==> config.mk <==
export PLATFORM = sky130hd
export DESIGN_NAME = speech_span_finder
export DESIGN_NICKNAME = d
export VERILOG_FILES = /design/src/rtl/sed_pkg.sv /design/src/rtl/sed_cfg_regs.sv /design/src/rtl/sed_frame_qualifier.sv /design/src/rtl/sed_run_counter.sv /design/src/rtl/speech_span_finder.sv
export SDC_FILE = /design/constraint.sdc
export NUM_CORES = 1
export LEC_CHECK = 0
export ABC_AREA = 1
export BUFFER_PORTS_ARGS = -buffer_cell sky130_fd_sc_hd__buf_2
export CAP_MARGIN = 30
export CORE_ASPECT_RATIO = 1.2
export CORE_UTILIZATION = 35
export CTS_CLUSTER_DIAMETER = 40
export CTS_CLUSTER_SIZE = 10
export DETAILED_ROUTE_END_ITERATION = 7
export SETUP_SLACK_MARGIN = 0.4
export SYNTH_ARGS = -nofsm -noshare
export SYNTH_HDL_FRONTEND = slang
export SYNTH_SLANG_ARGS = --single-unit
export TNS_END_PERCENT = 10
==> constraint.sdc <==
create_clock -name clk -period 2.87 [get_ports clk]
set_input_delay 0.1435 -clock clk [delete_from_list [all_inputs] [get_ports clk]]
set_output_delay 0.1435 -clock clk [all_outputs]
set_load 0.005 [all_outputs]
==> src/rtl/sed_pkg.sv <==
package sed_pkg;

    typedef enum logic [2:0] {
        ST_SILENCE    = 3'd0,
        ST_CAND_START = 3'd1,
        ST_SPEECH     = 3'd2,
        ST_CAND_END   = 3'd3,
        ST_DONE       = 3'd4
    } sed_state_t;

    localparam logic [1:0] CFG_E_TH  = 2'd0;
    localparam logic [1:0] CFG_Z_TH  = 2'd1;
    localparam logic [1:0] CFG_BEGIN = 2'd2;
    localparam logic [1:0] CFG_END   = 2'd3;

endpackage

==> src/rtl/sed_cfg_regs.sv <==
module sed_cfg_regs
    import sed_pkg::*;
#(
    parameter int E_W       = 24,
    parameter int Z_W       = 7,
    parameter int RUN_W     = 8,
    parameter int E_TH_RST  = 1000,
    parameter int Z_TH_RST  = 20,
    parameter int BEGIN_RST = 4,
    parameter int END_RST   = 4
) (
    input  logic             clk,
    input  logic             rst_n,
    input  logic             we,
    input  logic [1:0]       sel,
    input  logic [E_W-1:0]   wdata,
    output logic [E_W-1:0]   e_th,
    output logic [Z_W-1:0]   z_th,
    output logic [RUN_W-1:0] begin_len,
    output logic [RUN_W-1:0] end_len
);

    always_ff @(posedge clk or negedge rst_n) begin
        if (!rst_n) begin
            e_th      <= E_W'(E_TH_RST);
            z_th      <= Z_W'(Z_TH_RST);
            begin_len <= RUN_W'(BEGIN_RST);
            end_len   <= RUN_W'(END_RST);
        end else if (we) begin
            unique case (sel)
                CFG_E_TH:  e_th      <= wdata;
                CFG_Z_TH:  z_th      <= wdata[Z_W-1:0];
                CFG_BEGIN: begin_len <= wdata[RUN_W-1:0];
                CFG_END:   end_len   <= wdata[RUN_W-1:0];
                default: ;
            endcase
        end
    end

endmodule

==> src/rtl/sed_frame_qualifier.sv <==
module sed_frame_qualifier #(
    parameter int E_W = 24,
    parameter int Z_W = 7
) (
    input  logic [E_W-1:0] energy,
    input  logic [Z_W-1:0] zc,
    input  logic [E_W-1:0] e_th,
    input  logic [Z_W-1:0] z_th,
    output logic           is_speech
);

    logic loud;
    logic busy;

    // strict comparisons: a feature equal to its threshold is not speech
    assign loud      = energy > e_th;
    assign busy      = zc > z_th;
    assign is_speech = loud | busy;

endmodule

==> src/rtl/sed_run_counter.sv <==
module sed_run_counter #(
    parameter int RUN_W = 8
) (
    input  logic             clk,
    input  logic             rst_n,
    input  logic             first,
    input  logic             bump,
    input  logic [RUN_W-1:0] len,
    output logic             hit_first,
    output logic             hit_bump
);

    localparam logic [RUN_W-1:0] CNT_MAX = '1;
    localparam logic [RUN_W:0]   ONE_X   = (RUN_W+1)'(1);

    logic [RUN_W-1:0] cnt_q;
    logic [RUN_W:0]   len_eff;
    logic [RUN_W:0]   bumped;

    // a programmed length of zero behaves as a length of one
    assign len_eff   = (len == '0) ? ONE_X : {1'b0, len};
    assign bumped    = {1'b0, cnt_q} + ONE_X;
    assign hit_first = (len_eff <= ONE_X);
    assign hit_bump  = (bumped >= len_eff);

    always_ff @(posedge clk or negedge rst_n) begin
        if (!rst_n) begin
            cnt_q <= '0;
        end else if (first) begin
            cnt_q <= RUN_W'(1);
        end else if (bump && cnt_q != CNT_MAX) begin
            cnt_q <= cnt_q + RUN_W'(1);
        end
    end

endmodule

==> src/rtl/speech_span_finder.sv <==
module speech_span_finder
    import sed_pkg::*;
#(
    parameter int E_W       = 24,
    parameter int Z_W       = 7,
    parameter int IDX_W     = 9,
    parameter int RUN_W     = 8,
    parameter int E_TH_RST  = 1000,
    parameter int Z_TH_RST  = 20,
    parameter int BEGIN_RST = 4,
    parameter int END_RST   = 4
) (
    input  logic             clk,
    input  logic             rst_n,
    input  logic             clr,
    input  logic             frame_vld,
    input  logic [E_W-1:0]   frame_energy,
    input  logic [Z_W-1:0]   frame_zc,
    input  logic             stream_end,
    input  logic             cfg_we,
    input  logic [1:0]       cfg_sel,
    input  logic [E_W-1:0]   cfg_data,
    output logic [IDX_W-1:0] start_idx,
    output logic [IDX_W-1:0] end_idx,
    output logic             start_found,
    output logic             end_found,
    output logic             err,
    output logic             result_vld
);

    localparam logic [IDX_W-1:0] LAST_IDX = '1;

    logic [E_W-1:0]   e_th;
    logic [Z_W-1:0]   z_th;
    logic [RUN_W-1:0] begin_len;
    logic [RUN_W-1:0] end_len;
    logic             is_speech;

    sed_state_t       state_q, state_d;
    logic [IDX_W-1:0] idx_q, idx_d;
    logic [IDX_W-1:0] cand_q, cand_d;
    logic [IDX_W-1:0] last_q, last_d;
    logic [IDX_W-1:0] sidx_q, sidx_d;
    logic [IDX_W-1:0] eidx_q, eidx_d;
    logic             sf_q, sf_d;
    logic             ef_q, ef_d;
    logic             err_q, err_d;
    logic             rv_q, rv_d;

    logic             take;
    logic             s_first, s_bump, s_hit_first, s_hit_bump;
    logic             e_first, e_bump, e_hit_first, e_hit_bump;

    sed_cfg_regs #(
        .E_W(E_W), .Z_W(Z_W), .RUN_W(RUN_W),
        .E_TH_RST(E_TH_RST), .Z_TH_RST(Z_TH_RST),
        .BEGIN_RST(BEGIN_RST), .END_RST(END_RST)
    ) u_cfg (
        .clk       (clk),
        .rst_n     (rst_n),
        .we        (cfg_we),
        .sel       (cfg_sel),
        .wdata     (cfg_data),
        .e_th      (e_th),
        .z_th      (z_th),
        .begin_len (begin_len),
        .end_len   (end_len)
    );

    sed_frame_qualifier #(.E_W(E_W), .Z_W(Z_W)) u_qual (
        .energy    (frame_energy),
        .zc        (frame_zc),
        .e_th      (e_th),
        .z_th      (z_th),
        .is_speech (is_speech)
    );

    sed_run_counter #(.RUN_W(RUN_W)) u_start_run (
        .clk       (clk),
        .rst_n     (rst_n),
        .first     (s_first),
        .bump      (s_bump),
        .len       (begin_len),
        .hit_first (s_hit_first),
        .hit_bump  (s_hit_bump)
    );

    sed_run_counter #(.RUN_W(RUN_W)) u_end_run (
        .clk       (clk),
        .rst_n     (rst_n),
        .first     (e_first),
        .bump      (e_bump),
        .len       (end_len),
        .hit_first (e_hit_first),
        .hit_bump  (e_hit_bump)
    );

    assign take = frame_vld && (state_q != ST_DONE);

    // next-state and result logic
    always_comb begin
        state_d = state_q;
        idx_d   = idx_q;
        cand_d  = cand_q;
        last_d  = last_q;
        sidx_d  = sidx_q;
        eidx_d  = eidx_q;
        sf_d    = sf_q;
        ef_d    = ef_q;
        err_d   = err_q;
        rv_d    = 1'b0;
        s_first = 1'b0;
        s_bump  = 1'b0;
        e_first = 1'b0;
        e_bump  = 1'b0;

        if (take) begin
            if (idx_q != LAST_IDX) begin
                idx_d = idx_q + IDX_W'(1);
            end
            if (is_speech) begin
                last_d = idx_q;
            end

            unique case (state_q)
                ST_SILENCE: begin
                    if (is_speech) begin
                        cand_d  = idx_q;
                        s_first = 1'b1;
                        if (s_hit_first) begin
                            state_d = ST_SPEECH;
                            sf_d    = 1'b1;
                            sidx_d  = idx_q;
                        end else begin
                            state_d = ST_CAND_START;
                        end
                    end
                end
                ST_CAND_START: begin
                    if (is_speech) begin
                        s_bump = 1'b1;
                        if (s_hit_bump) begin
                            state_d = ST_SPEECH;
                            sf_d    = 1'b1;
                            sidx_d  = cand_q;
                        end
                    end else begin
                        state_d = ST_SILENCE;
                    end
                end
                ST_SPEECH: begin
                    if (!is_speech) begin
                        e_first = 1'b1;
                        if (e_hit_first) begin
                            state_d = ST_DONE;
                            ef_d    = 1'b1;
                            eidx_d  = last_q;
                            rv_d    = 1'b1;
                        end else begin
                            state_d = ST_CAND_END;
                        end
                    end
                end
                ST_CAND_END: begin
                    if (is_speech) begin
                        state_d = ST_SPEECH;
                    end else begin
                        e_bump = 1'b1;
                        if (e_hit_bump) begin
                            state_d = ST_DONE;
                            ef_d    = 1'b1;
                            eidx_d  = last_q;
                            rv_d    = 1'b1;
                        end
                    end
                end
                default: ;
            endcase

            // index exhausted without a confirmed end
            if (state_d != ST_DONE && idx_q == LAST_IDX) begin
                state_d = ST_DONE;
                err_d   = 1'b1;
                rv_d    = 1'b1;
            end
        end

        if (stream_end && state_d != ST_DONE) begin
            if (state_d == ST_SPEECH || state_d == ST_CAND_END) begin
                ef_d   = 1'b1;
                eidx_d = last_d;
            end else begin
                err_d  = 1'b1;
            end
            state_d = ST_DONE;
            rv_d    = 1'b1;
        end
    end

    // state register
    always_ff @(posedge clk or negedge rst_n) begin
        if (!rst_n) begin
            state_q <= ST_SILENCE;
            idx_q   <= '0;
            cand_q  <= '0;
            last_q  <= '0;
            sidx_q  <= '0;
            eidx_q  <= '0;
            sf_q    <= 1'b0;
            ef_q    <= 1'b0;
            err_q   <= 1'b0;
            rv_q    <= 1'b0;
        end else if (clr) begin
            state_q <= ST_SILENCE;
            idx_q   <= '0;
            cand_q  <= '0;
            last_q  <= '0;
            sidx_q  <= '0;
            eidx_q  <= '0;
            sf_q    <= 1'b0;
            ef_q    <= 1'b0;
            err_q   <= 1'b0;
            rv_q    <= 1'b0;
        end else begin
            state_q <= state_d;
            idx_q   <= idx_d;
            cand_q  <= cand_d;
            last_q  <= last_d;
            sidx_q  <= sidx_d;
            eidx_q  <= eidx_d;
            sf_q    <= sf_d;
            ef_q    <= ef_d;
            err_q   <= err_d;
            rv_q    <= rv_d;
        end
    end

    // outputs
    always_comb begin
        start_idx   = sidx_q;
        end_idx     = eidx_q;
        start_found = sf_q;
        end_found   = ef_q;
        err         = err_q;
        result_vld  = rv_q;
    end

endmodule

==> results.txt, run 1 <==
The run finished, with violations left. The final reports fail on negative setup slack. The total area inside the core boundary comes to 18300 um2. The final count of pins violating max slew came out at 0. The number of nets in the layout came out at 1098. In this run the static leakage power is 4.52 nW. The post-detailed-placement half-perimeter wirelength came out at 11100 um. For the worst setup path, the data arrival time is 3300 ps.

The number of buffers created by CTS came out at 17. The I/O pin total is 85. Yosys attributes the largest share of cell area to sky130_fd_sc_hd__dfrtp_1 40%, sky130_fd_sc_hd__nand2_1 11%, sky130_fd_sc_hd__ha_1 9.7%. The width of the die came out at 127 um. The share of flip-flops with an asynchronous set or reset after synthesis is 100%. For this run, the detailed router's first-pass iteration total came to 4. The floorplan step defined a die boundary enclosing 19400 um2. Setup violations remaining at the end of the flow were counted as 14. The weighted congestion reported at the end of routability-driven placement is 0.809. The worst setup path is launched from a flip-flop. The post-synthesis to final-layout area growth is 29.1%.

The y dimension of the die came out at 152 um. TritonCTS built the clock tree. The actual slew at the worst max-slew pin came out at 663 ps.

The share of the clock period used by the worst path after layout is 103%. The number of global-route vias before repair is 5753. The synthesized netlist cell count came out at 845.

The post-layout worst setup margin is -86.1 ps. The clock period minus final worst setup slack came out at 2960 ps. The highest cell delay on the worst timing path came out at 360 ps. Sequential cells burn 35.1% of the power.

The overall track demand over capacity in global routing came out at 17.3%. The post-synthesis net count is 959. The power density of the placed cells came out at 654 nW/um2. The fraction of synthesized cell area taken by the top area cell type came out at 39.9%. The first-pass GRT wire length came out at 26700 um.

During placement, the flow inserted port buffers numbering 84. The switching part of the total is 32.0%. The relative max-transition margin came out at 55.7%. The H-tree was split into 4 levels. The pin count of the biggest net entering global routing is 52. Max-cap violations in this run came to 0. The switching component of the power came out at 0.00178 W. The row count is 54. The portion of total power attributed to the clock network came out at 35.8%. The number of vias per cell after detailed routing came out at 4.62. Sequential cells were found to cover 43.8% of the synthesized design area. STA classifies the critical path endpoint as a flip-flop. A synthesized cell averages 7.80 um2. After routing, the total negative slack on setup checks comes to -884 ps. Leaving out fill and tap cells, the most frequent cells in the layout are 188 x sky130_fd_sc_hd__nand2_1, 137 x sky130_fd_sc_hd__inv_1, 105 x sky130_fd_sc_hd__dfrtp_1, 83 x sky130_fd_sc_hd__buf_2, 74 x sky130_fd_sc_hd__nor2_1. The cell type of the slowest stage on the worst timing path is sky130_fd_sc_hd__dfrtp_1. The synthesis-stage register bit count came out at 115. Of the cells placed in the final design, the portion with a size suffix greater than 1 is 23.2%.

The maximum fanout along the worst path is 8. Based on the critical path, the design can be clocked at up to 0.338 GHz. Setup repair after global routing could not meet its margin everywhere. The hold violation total from the final report is 0. The path category of the worst min-delay check is in -> reg. The critical path is of the reg -> reg type. The number of enable flip-flop cells after synthesis came out at 0. The worst path required time is 3210 ps. The cell sitting at the root of the clock tree is a sky130_fd_sc_hd__clkbuf_16. The family with the most delay on the worst path is simple AND/OR/NAND/NOR gates. The sum of internal, switching and leakage power came out at 0.00556 W. The number of sinks handled by clock tree synthesis is 115.

The clock-pin slew on the worst setup and hold paths came out at 50 ps. Across the routed clock network, the largest skew measured is 11.8 ps. The number of routed nets with antenna violations is 0.

The total inserted antenna cells came out at 0. The total number of yosys warnings is 0. The initial antenna violation count came to 0. The initial cell density of the core came out at 36.0%. In this run, the combinational gates consume 29.1% of the power. In the routed design, unresolved DRC markers number 0.

The summed instance area of the synthesized netlist is 6590 um2. Among all flip-flop cells after synthesis, the most frequent one is sky130_fd_sc_hd__dfrtp_1. The total length of routed wires is 15500 um. The buffering stage count on the worst path with inverters included is 6. The library cell used most frequently in the layout, excluding fill and tap cells, is sky130_fd_sc_hd__nand2_1. The total number of vias came out at 5772. The cell taking the most area after synthesis is sky130_fd_sc_hd__dfrtp_1.

Dividing the detail-routed wire length by the instance count gives 12.4 um. The cell-internal power is 0.00378 W. The buffer depth of the longest clock path is 2. The violation count after the first detailed-routing iteration is 271. For this run the aggregate overflow at the end of global routing stands at 0.

The number of different library cells in the post-synthesis netlist came out at 39. The later pin in the worst-skew pair is clocked with a latency of 420 ps. The worst supply voltage drop on vdd is 0.355 mV.
## final timing paths
path	start	endpoint	slack [ps]	cells after the start
worst min-delay path	cfg_data[7]	u_cfg.e_th[7]	30	3
max in group asynchronous	rst_n	u_cfg.e_th[9]	1860	3
min in group asynchronous	rst_n	u_cfg.e_th[17]	270	2
worst max-delay path	u_end_run.cnt_q[1]	end_idx[8]	-90	25
worst max register to register	u_end_run.cnt_q[1]	end_idx[8]	-90	25
worst min register to register	u_cfg.e_th[8]	u_cfg.e_th[8]	480	2
## layer usage
metal	vias up	wire length, um	track usage (%)
met4	0	249	6.75
li1	2994	-	-
met2	97	7490	29.0
met3	17	555	4.25
met1	2664	7170	21.2
met5	-	0	0
## cell usage after synthesis, types with 2 or more instances
cell	n
sky130_fd_sc_hd__nand2_1	197
sky130_fd_sc_hd__inv_1	139
sky130_fd_sc_hd__dfrtp_1	105
sky130_fd_sc_hd__nor2_1	79
sky130_fd_sc_hd__o21ai_0	66
sky130_fd_sc_hd__a21oi_1	58
sky130_fd_sc_hd__ha_1	51
sky130_fd_sc_hd__nand3_1	33
sky130_fd_sc_hd__clkbuf_1	13
sky130_fd_sc_hd__nor3_1	11
sky130_fd_sc_hd__dfstp_2	10
sky130_fd_sc_hd__o22ai_1	9
sky130_fd_sc_hd__a21oi_2	8
sky130_fd_sc_hd__xor2_1	8
sky130_fd_sc_hd__buf_2	7
sky130_fd_sc_hd__nand4_1	7
sky130_fd_sc_hd__nand2_2	5
sky130_fd_sc_hd__a21o_1	4
sky130_fd_sc_hd__inv_2	4
sky130_fd_sc_hd__nor4_1	3
sky130_fd_sc_hd__xnor2_1	3
sky130_fd_sc_hd__a22oi_1	2
sky130_fd_sc_hd__a32o_1	2
sky130_fd_sc_hd__nand3_2	2
sky130_fd_sc_hd__nor2_2	2
sky130_fd_sc_hd__nor2_4	2
sky130_fd_sc_hd__o211ai_1	2
sky130_fd_sc_hd__or2_2	2
## through the flow
step           worst slack, ps  instances  instance area, um2  util (%)  hold WS, ps
3_3_place_gp             -59.0       1197                7560      41.3          197
2_1_floorplan              139        845                6610         -         -152
3_5_place_dp              -105       1197                7560      41.3          202
6_report                 -86.1       1249                8510      46.5         32.3
4_1_cts                  -59.1       1247                8430      46.1         41.9
5_1_grt                   -419       1249                8510      46.5         44.6
## registers in the layout, indices dropped and copies added, names as in the netlist, 3 cells and up
signal             count
cand_q                 9
end_idx                9
idx_q                  9
last_q                 9
start_idx              9
state_q                3
u_cfg.begin_len        8
u_cfg.e_th            24
u_cfg.end_len          8
u_cfg.z_th             7
u_end_run.cnt_q        8
u_start_run.cnt_q      8
## logic make-up (layout without fill, tap and decap cells)
family / after synthesis / count (layout) / share of synthesized area [%]
flops: 115 / 115 / 43.8
fa+ha+maj: 51 / 51 / 9.68
compound gates: 158 / 158 / 13.6
simple gates: 345 / 345 / 21.8
xor+xnor: 11 / 11 / 1.46
buf+inv: 165 / 317 / 9.64
## final cells by class
class                   instances  area (um2)
clock inverters                11        85.1
fillers                      1813        9800
well taps                     252         315
repair buffers                141         932
multi-input cells             565        3270
clock buffers                  21         470
inverters                     144         548
flip-flops and latches        115        2890
## worst reg2reg max path: stages, from the launching register on
cell and delay [ps]:
sky130_fd_sc_hd__dfrtp_1 360, sky130_fd_sc_hd__inv_2 40, sky130_fd_sc_hd__nor3_2 160, sky130_fd_sc_hd__inv_1 70
sky130_fd_sc_hd__nor2_1 80, sky130_fd_sc_hd__inv_1 60, sky130_fd_sc_hd__nor2_2 140, sky130_fd_sc_hd__nand3_2 90
sky130_fd_sc_hd__xor2_2 160, sky130_fd_sc_hd__ha_1 330, sky130_fd_sc_hd__nand3_1 110, sky130_fd_sc_hd__nor2_1 50
sky130_fd_sc_hd__nor2_1 120, sky130_fd_sc_hd__nand3_2 90, sky130_fd_sc_hd__nand3_2 80, sky130_fd_sc_hd__nand2_1 50
sky130_fd_sc_hd__nand2_1 80, sky130_fd_sc_hd__inv_2 60, sky130_fd_sc_hd__nand2_4 60, sky130_fd_sc_hd__inv_4 40
sky130_fd_sc_hd__nor2_4 130, sky130_fd_sc_hd__nand3_4 130, sky130_fd_sc_hd__buf_12 160, sky130_fd_sc_hd__nand2_2 60
sky130_fd_sc_hd__nand2_2 50, sky130_fd_sc_hd__a21oi_2 100
## what timing repair did
| item | in CTS | in global routing |
|---|---|---|
| resized for setup | 38 | 14 |
| endpoints found under the setup margin | 52 | 61 |
| gates cloned | 0 | 0 |
| hold buffers | 18 | 0 |
| hold endpoints to repair | 54 | 0 |
| pin swaps | 21 | 13 |
| setup buffers | 0 | 2 |
## power by group through the flow
stage / Sequential (W) / Clock, W / Combinational (W)
after floorplan: 0.00196 / 0 / 0.00100
after global placement: 0.00197 / 0 / 0.00150
after detailed placement: 0.00197 / 0 / 0.00153
after CTS: 0.00195 / 0.00203 / 0.00161
after global routing: 0.00198 / 0.00210 / 0.00187
final: 0.00195 / 0.00199 / 0.00162
(Power assumes the default switching activity.)
==> run 2, diff against run 1 <==
--- a/config.mk
+++ b/config.mk
@@ -13,6 +13,7 @@
 export CTS_CLUSTER_DIAMETER = 40
 export CTS_CLUSTER_SIZE = 10
 export DETAILED_ROUTE_END_ITERATION = 7
+export REMOVE_ABC_BUFFERS = 1
 export SETUP_SLACK_MARGIN = 0.4
 export SYNTH_ARGS = -nofsm -noshare
 export SYNTH_HDL_FRONTEND = slang
==> run 2 against run 1 <==
  * The flow still finishes with violations (negative setup slack)
  * Wire length increased by 0.48%
  * Worst setup slack got worse by 59 ps
  * Power increased by 2.8%
==> results.txt, run 2 (synthesis gave the netlist of run 1 again) <==
The flow ran to the end, but the final reports show violations. The checks that failed: negative setup slack. The worst-skew pair later-pin latency came out at 420 ps.

The post-detailed-placement half-perimeter wirelength came out at 10900 um. The per-cell routed wire length came out at 12.5 um. The most common cell after layout, fill and taps aside is sky130_fd_sc_hd__nand2_1. The final setup violation count came out at 14.

The number of global-route vias before repair came to 5783. The sum of internal, switching and leakage power is 0.00572 W. The post-synthesis to final-layout area growth came out at 30.4%. The initial cell density of the core is 36.0%. Summing all placed instances gives a cell area of 7520 um2. The row count came out at 54. The most numerous cell type found on the critical path is sky130_fd_sc_hd__nand3_2.

The flip-flop count of the largest register after layout is 24. Entering global routing, the biggest net connects 116 pins. Counting flops per register, the top entry is u_cfg.e_th. The initial antenna violation count came out at 0. By startpoint and endpoint, the worst setup path is classified as reg -> reg.

The worst hold path startpoint is cfg_data[7]. Measured along the y axis, the die boundary spans 152 um. The hold violation total from the final report was 0. The overall track demand over capacity in global routing came out at 17.2%. The share of the clock period used by the worst path after layout came out at 105%. The total number of vias came out at 5724.

Buffers placed on the I/O ports in this run total 84. The H-tree was split into 4 levels. The width of the die is 127 um. The highest clock frequency the design can meet is 0.332 GHz.

The cell type of the slowest stage on the worst timing path is sky130_fd_sc_hd__dfrtp_1. The cell area after layout came out at 8600 um2. The worst clock skew on the final layout is 6.45 ps. The startpoint identified for the worst register-to-register timing path is u_end_run.cnt_q[1]. Clock tree synthesis found a total of 115 sinks. The I/O pin total came out at 85. The number of nets in the layout is 1095.

After filler insertion, the fill cell instance count of the layout stands at 1820. The clock period minus final worst setup slack is 3010 ps. For the worst setup path, the data arrival time is 3370 ps. The violation count after the first detailed-routing iteration is 312.

No sink is reached through more buffers than the 2 on the longest clock path. TritonCTS created 17 clock buffers. The first global-routing pass estimated 26600 um of wire. The global-route congestion overflow total came out at 0. The worst setup path is captured at a flip-flop. In this run the standard cell core region covers 18300 um2. The path category of the worst min-delay check is in -> reg. The actual slew at the worst max-slew pin is 712 ps. Of all nets on the critical path, the largest fanout is 5.

The startpoint kind of the worst setup timing path is a flip-flop. The relative max-transition margin is 52.5%. The worst hold slack came out at 59.9 ps. After detailed routing, the number of remaining DRC violations is 0. The number of routed nets with antenna violations is 0.

The first-pass iteration count of the detailed router came out at 4. In the final layout, the share of cells above drive strength 1 is 23.7%. The count of non-filler cells in the finished layout came out at 1246. The cell count after placement came out at 1192. The total inserted antenna cells is 0. The worst setup path startpoint is u_end_run.cnt_q[1].

CTS placed an instance of sky130_fd_sc_hd__clkbuf_16 at the clock tree root. The clock-pin slew on the worst setup and hold paths is 60 ps. Routability-driven placement finished with a final weighted congestion of 0.805. The full die area is 19400 um2.

The number of vias per cell after detailed routing came out at 4.59. The post-layout worst setup margin came out at -145 ps. In this run the power density over the cells is 665 nW/um2. The total length of routed wires is 15500 um. Max-cap violations in this run came to 0. The post-place setup slack is -133 ps. For the worst setup path, the data required time is 3220 ps. The worst supply voltage drop on vdd is 0.471 mV. TritonCTS built the clock tree.

The highest cell delay on the worst timing path came out at 350 ps. In this run the static leakage power is 4.53 nW. Setup repair after global routing could not meet its margin everywhere. The library cells used most frequently in the layout, excluding fill and tap cells, are 186 x sky130_fd_sc_hd__nand2_1, 137 x sky130_fd_sc_hd__inv_1, 105 x sky130_fd_sc_hd__dfrtp_1, 83 x sky130_fd_sc_hd__buf_2, 74 x sky130_fd_sc_hd__nor2_1. The final count of pins violating max slew came out at 0.
run 2: changes by cell type in the layout (fill, tap and decap cells not counted), moves of 3 or more:
cell	before	now
sky130_fd_sc_hd__buf_4	35	28
sky130_fd_sc_hd__nand2_2	11	15
sky130_fd_sc_hd__clkbuf_8	3	0
sky130_fd_sc_hd__clkinvlp_4	2	5
run 2: layout make-up:
class / instances / area (um2) / area share, %
Tap cell: 252 / 315 / 3.67
Timing Repair Buffer: 138 / 958 / 11.1
Sequential cell: 115 / 2890 / 33.6
Inverter: 144 / 541 / 6.29
Clock buffer: 17 / 425 / 4.95
Clock inverter: 15 / 166 / 1.94
Multi-Input combinational cell: 565 / 3300 / 38.4
run 2: per-layer routing:
layer  GRT usage [%]  routed length, um  vias up
met2            29.4               7740       69
met4            7.26                258        0
li1                -                  -     2982
met3            3.09                378       18
met1            21.0               7160     2655
met5               0                  0        -
run 2: what timing repair did:
item | 4_1_cts | 5_1_grt
gates resized for setup | 46 | 17
endpoints found under the setup margin | 53 | 62
buffers inserted | 3 | 0
hold buffers | 18 | 0
pin swaps | 21 | 8
endpoints found under the hold margin | 122 | 0
cloned | 0 | 1
run 2: worst max-delay path: cells and delay by family, from the launching register on:
family                   cells  cell delay [ps]
AND/OR/NAND/NOR             16             1470
buffers and inverters        6              490
flip-flops                   1              350
adder cells (fa/ha/maj)      1              350
XOR/XNOR                     1              160
AO/OA/AOI/OAI                1              100
run 2: final timing paths:
check / end / slack [ps] / cells after the start
worst max-delay path: end_idx[5] / -140 / 25
worst min-delay path: u_cfg.e_th[7] / 60 / 3
worst max register to register: end_idx[5] / -140 / 25
worst min register to register: u_cfg.z_th[6] / 480 / 2
min in group asynchronous: u_cfg.z_th[3] / 300 / 3
max in group asynchronous: idx_q[0] / 1980 / 3
run 2: power breakdown:
group | leakage, nW | switching, W | total [W] | internal, W
clock network | 0.280 | 0.000772 | 0.00212 | 0.00135
logic | 2.81 | 0.000929 | 0.00162 | 0.000695
registers | 1.44 | 0.000134 | 0.00197 | 0.00183
total | 4.53 | 0.00183 | 0.00572 | 0.00388
run 2: through the flow:
stage	TNS (ps)	util (%)
after floorplan	-1310	-
after CTS	-124	46.5
after detailed placement	-1160	41.1
final	-1680	47.0
after global routing	-5130	47.0
after global placement	-998	40.9
